==> src/rtl/bounce_pkg.sv <==
package bounce_pkg;

  typedef enum logic {
    DIR_UP   = 1'b0,
    DIR_DOWN = 1'b1
  } dir_e;

endpackage

==> src/rtl/bounce_rst_hold.sv <==
module bounce_rst_hold #(
  parameter int HOLD = 40
) (
  input  logic clk,
  input  logic rst,
  output logic rst_int
);

  localparam int HW = $clog2(HOLD + 1);

  logic [HW-1:0] left_q;

  always_ff @(posedge clk) begin
    if (rst) begin
      left_q <= HW'(HOLD);
    end else if (left_q != '0) begin
      left_q <= left_q - HW'(1);
    end
  end

  assign rst_int = rst | (left_q != '0);

endmodule

==> src/rtl/bounce_decoder.sv <==
module bounce_decoder #(
  parameter int SEL_W = 3
) (
  input  logic [SEL_W-1:0]      sel,
  output logic [(1<<SEL_W)-1:0] line_n
);

  localparam int LINES = 1 << SEL_W;

  for (genvar i = 0; i < LINES; i++) begin : g_line
    assign line_n[i] = (sel != SEL_W'(i));
  end

endmodule

==> src/rtl/bounce_dir_latch.sv <==
module bounce_dir_latch
  import bounce_pkg::*;
(
  input  logic clk,
  input  logic rst_int,
  input  logic set_n,
  input  logic clr_n,
  output dir_e dir
);

  dir_e dir_q;
  dir_e dir_now;

  always_comb begin
    if (!set_n) begin
      dir_now = DIR_DOWN;
    end else if (!clr_n) begin
      dir_now = DIR_UP;
    end else begin
      dir_now = dir_q;
    end
  end

  always_ff @(posedge clk) begin
    if (rst_int) begin
      dir_q <= DIR_UP;
    end else begin
      dir_q <= dir_now;
    end
  end

  assign dir = dir_now;

endmodule

==> src/rtl/bounce_counter.sv <==
module bounce_counter
  import bounce_pkg::*;
#(
  parameter int CNT_W = 4
) (
  input  logic             clk,
  input  logic             rst_int,
  input  logic             tick,
  input  dir_e             dir,
  output logic [CNT_W-1:0] count
);

  logic [CNT_W-1:0] cnt_q;

  always_ff @(posedge clk) begin
    if (rst_int) begin
      cnt_q <= '0;
    end else if (tick) begin
      if (dir == DIR_DOWN) begin
        cnt_q <= cnt_q - CNT_W'(1);
      end else begin
        cnt_q <= cnt_q + CNT_W'(1);
      end
    end
  end

  assign count = cnt_q;

endmodule

==> src/rtl/bounce_sweep.sv <==
module bounce_sweep
  import bounce_pkg::*;
#(
  parameter int CNT_W    = 4,
  parameter int SEL_W    = 3,
  parameter int TOP      = 5,
  parameter int BOTTOM   = 0,
  parameter int RST_HOLD = 40
) (
  input  logic                  clk,
  input  logic                  rst,
  input  logic                  tick,
  output logic [CNT_W-1:0]      count,
  output logic                  dir_down,
  output logic [(1<<SEL_W)-1:0] dec_n
);

  localparam int LINES = 1 << SEL_W;

  logic rst_int;
  dir_e dir;

  bounce_rst_hold #(.HOLD(RST_HOLD)) u_rst (
    .clk     (clk),
    .rst     (rst),
    .rst_int (rst_int)
  );

  bounce_counter #(.CNT_W(CNT_W)) u_cnt (
    .clk     (clk),
    .rst_int (rst_int),
    .tick    (tick),
    .dir     (dir),
    .count   (count)
  );

  logic [LINES-1:0] line_n;

  bounce_decoder #(.SEL_W(SEL_W)) u_dec (
    .sel    (count[SEL_W-1:0]),
    .line_n (line_n)
  );

  bounce_dir_latch u_dir (
    .clk     (clk),
    .rst_int (rst_int),
    .set_n   (line_n[TOP]),
    .clr_n   (line_n[BOTTOM]),
    .dir     (dir)
  );

  assign dec_n    = line_n;
  assign dir_down = (dir == DIR_DOWN);

endmodule

==> config.mk <==
export PLATFORM = sky130hd
export DESIGN_NAME = bounce_sweep
export DESIGN_NICKNAME = d
export VERILOG_FILES = /design/src/rtl/bounce_pkg.sv /design/src/rtl/bounce_rst_hold.sv /design/src/rtl/bounce_decoder.sv /design/src/rtl/bounce_dir_latch.sv /design/src/rtl/bounce_counter.sv /design/src/rtl/bounce_sweep.sv
export SDC_FILE = /design/constraint.sdc
export NUM_CORES = 1
export LEC_CHECK = 0
export BUFFER_PORTS_ARGS = -buffer_cell sky130_fd_sc_hd__buf_2
export CAP_MARGIN = 20
export CORE_MARGIN = 4
export CORE_UTILIZATION = 45
export CTS_CLUSTER_SIZE = 28
export DETAILED_ROUTE_END_ITERATION = 7
export GPL_TIMING_DRIVEN = 0
export PLACE_DENSITY = 0.79
export SETUP_SLACK_MARGIN = 0.05
export SLEW_MARGIN = 20
export SYNTH_ARGS = -nofsm -noshare
export SYNTH_HDL_FRONTEND = slang
export SYNTH_SLANG_ARGS = --single-unit
==> constraint.sdc <==
create_clock -name clk -period 2.15 [get_ports clk]
set_input_delay 0.1075 -clock clk [delete_from_list [all_inputs] [get_ports clk]]
set_output_delay 0.1075 -clock clk [all_outputs]
set_load 0.02 [all_outputs]
==> reports/qor.yml <==
status: "completed"
cts_tree: "built"
relSlewSlack_pct: 73.9
die_w_um: 46.1
worstPathMaxFanout: 7
clockBufferDepth: 2
drt_iter0_markers: 2
ys_seq_elements: 11
cts.sinks: 11
worstSkewPairLatency_ns: 0.26
min_path_type: "input port to flip-flop"
yosysSeqAreaShare_pct: 33.7
reg2reg_slack_ns: 0.12
min_from: "rst"
worstRegToRegCells: 10
gp_congestion: 0.658
setup_viol: 0
drv_slew: 0
cpLargestDelayFamily: "compound AO/OA/AOI/OAI gates"
min_to: "u_rst.left_q[1]"
synthDistinctLibCells: 32
grt_pass1_vias: 489
finalHoldViolations: 0
cpPeakStageDelay_ns: 0.37
numPortBuffers: 15
postSynthAreaPerCell_um2: 9.22
period_minus_slack_ns: 2.03
powerDensity_nw_per_um2: 523
overflow: 0
drive_gt1_share_pct: 42.1
path_cells: "buf_8, nor2b_4, o21ai_4, nand2_4, ha_4, a21o_1, a21oi_2, a21oi_2, and3b_1, mux2_4"
firstDrtPassIters: 2
worst_pin_slew_ns: 0.389
synthMuxAreaShare_pct: 3.82
synth_top_family_by_area: "simple AND/OR/NAND/NOR gates"
synth_area_um2: 654
period_share_pct: 94.3
min_path_cells: 2
ctsHoldBuffers: 0
cap_violations: 0
grt_max_degree: 12
numCtsBuffers: 3
io_pins: 16
worst_clock_skew_ns: 0.000875
endpoint_kind: "flip-flop"
grt_antenna_before_repair: 0
drc: 0
core_um2: 1330
fp-row-count: 13
wl_um: 1150
synth_compound_area_share_pct: 12.6
crit_arrival_ns: 2.18
timing.rr.end: "u_cnt.count[3]"
peakVddDrop_mv: 0.491
cts_root_buf: "clkbuf_4"
die_h_um: 46.1
crit_type: "flip-flop to flip-flop"
crit_buf_inv: 1
initial_core_util_pct: 49.1
grt_pass1_wl_um: 1940
synth_warnings: 0
fmax_ghz: 0.493
synth_xor_area_share_pct: 6.69
synthesis.nets: 78
h-tree-depth: 1
synthSimpleGateAreaFrac_pct: 27.9
slowest_stage: "dfxtp_4"
cpMostUsedCell: "a21oi_2"
fin_tns_setup_ns: 0
die_area_um2: 2130
synth-adder-area-share_pct: 8.80
via_per_inst: 5.05
timing.rr.start: "u_cnt.count[1]"
rsz0062_at_grt: "yes"
cp.required_ns: 2.30
nets: 103
drtAntennaViolNets: 0
grt.total_usage_pct: 12.6
clk_pin_slew_ns: 0.07
dpl.hpwl_um: 937
p_leak_uw: 0.000366
diodes: 0
cp-start-kind: "flip-flop"
syn_inst: 71
wire_per_inst_um: 10.5
syn2layout_area_growth_pct: 32.7
via_count: 555
final_util_pct: 65.1
-- report_power, final --
part	internal [µW]	leakage [µW]	switching [µW]
sequential	222	0.0000916	23.9
combinational	36.9	0.000260	35.0
clock	71.8	0.0000150	64.8
-- cells in the final DEF, fill, tap and decap left out, types with 3 or more instances in the layout --
master    synthesis  routed
buf_2             1      15
nor2_1           10      10
dfxtp_1          11       9
buf_4             2       7
xnor2_1           5       5
inv_1             3       3
nand2_1           4       3
a21oi_1           3       3
nor3_1            3       3
clkbuf_4          0       3
-- synth_stat cells --
| cell | number | share of area (%) |
|---|---|---|
| nor4_4 | 1 | 3.3 |
| o21ai_1 | 1 | 0.76 |
| nor3_1 | 3 | 2.3 |
| nand2_1 | 4 | 2.3 |
| or3_2 | 1 | 1.1 |
| fa_1 | 1 | 3.1 |
| or2b_1 | 1 | 1.1 |
| mux2i_1 | 1 | 1.5 |
| o21bai_1 | 1 | 1.1 |
| xnor2_1 | 5 | 6.7 |
| nor2b_4 | 1 | 2.1 |
| a21o_1 | 1 | 1.1 |
| a211o_1 | 1 | 1.3 |
| dfxtp_1 | 11 | 34 |
| nor2_1 | 10 | 5.7 |
| nand3b_1 | 2 | 2.3 |
| mux2_4 | 1 | 2.3 |
| ha_1 | 3 | 5.7 |
| a211oi_1 | 1 | 1.1 |
| nand2b_1 | 2 | 1.9 |
| nand3_1 | 2 | 1.5 |
| buf_6 | 1 | 1.7 |
| and3b_1 | 1 | 1.3 |
| o21ai_0 | 1 | 0.76 |
| inv_1 | 3 | 1.7 |
| a21oi_2 | 2 | 2.7 |
| buf_2 | 1 | 0.76 |
| o21ai_2 | 1 | 1.3 |
| or4b_1 | 1 | 1.5 |
| a21oi_1 | 3 | 2.3 |
| or3b_2 | 1 | 1.3 |
| buf_4 | 2 | 2.3 |
-- worst max path at each step --
stage                   startpoint              to  cells past startpoint
floorplan           u_cnt.count[1]  u_cnt.count[3]                     10
global placement    u_cnt.count[1]  u_cnt.count[3]                     10
detailed placement  u_cnt.count[1]  u_cnt.count[3]                     10
CTS                 u_cnt.count[1]  u_cnt.count[3]                     10
global route        u_cnt.count[1]  u_cnt.count[3]                     10
finish              u_cnt.count[1]  u_cnt.count[3]                     10
-- layout make-up --
type / count / area (µm²)
Clock buffer: 4 / 26.3
Fill cell: 119 / 465
Buffer: 4 / 41.3
Sequential cell: 11 / 228
Timing Repair Buffer: 20 / 113
Tap cell: 15 / 18.8
Inverter: 3 / 11.3
Multi-Input combinational cell: 53 / 430
-- metrics by stage --
stage	hold slack, ns	setup WS [ns]	power [µW]	instance area (µm²)	instances
2_1_floorplan	0.177	0.0379	307	704	71
3_3_place_gp	0.358	0.0503	320	798	101
3_5_place_dp	0.367	0.0198	324	798	101
4_1_cts	0.0826	0.0747	462	832	106
5_1_grt	0.0990	0.0435	484	868	110
6_report	0.0819	0.122	454	868	110
-- metal layers --
| layer | GRT usage (%) | wire length (µm) | up-vias |
|---|---|---|---|
| li1 | - | - | 291 |
| met1 | 13.6 | 469 | 249 |
| met2 | 22.8 | 589 | 13 |
| met3 | 2.34 | 73 | 2 |
| met4 | 6.82 | 21 | 0 |
| met5 | 0 | 0 | - |
-- state kept, by name, indices dropped and copies added (netlist names) --
signal	count
u_cnt.count	4
u_dir.dir_q	1
u_rst.left_q	6
-- logic make-up after synthesis --
| logic type | Yosys count |
|---|---|
| XOR/XNOR | 5 |
| buffers and inverters | 7 |
| adder cells (fa/ha/maj) | 4 |
| flip-flops | 11 |
| AO/OA/AOI/OAI | 12 |
| multiplexers | 2 |
| AND/OR/NAND/NOR | 30 |
-- repair_timing --
action,CTS,global route
pin swaps,1,4
endpoints found under the setup margin,1,1
resized for setup,0,2
setup buffers,1,4
Note: power is estimated with default switching activity, not from simulation.
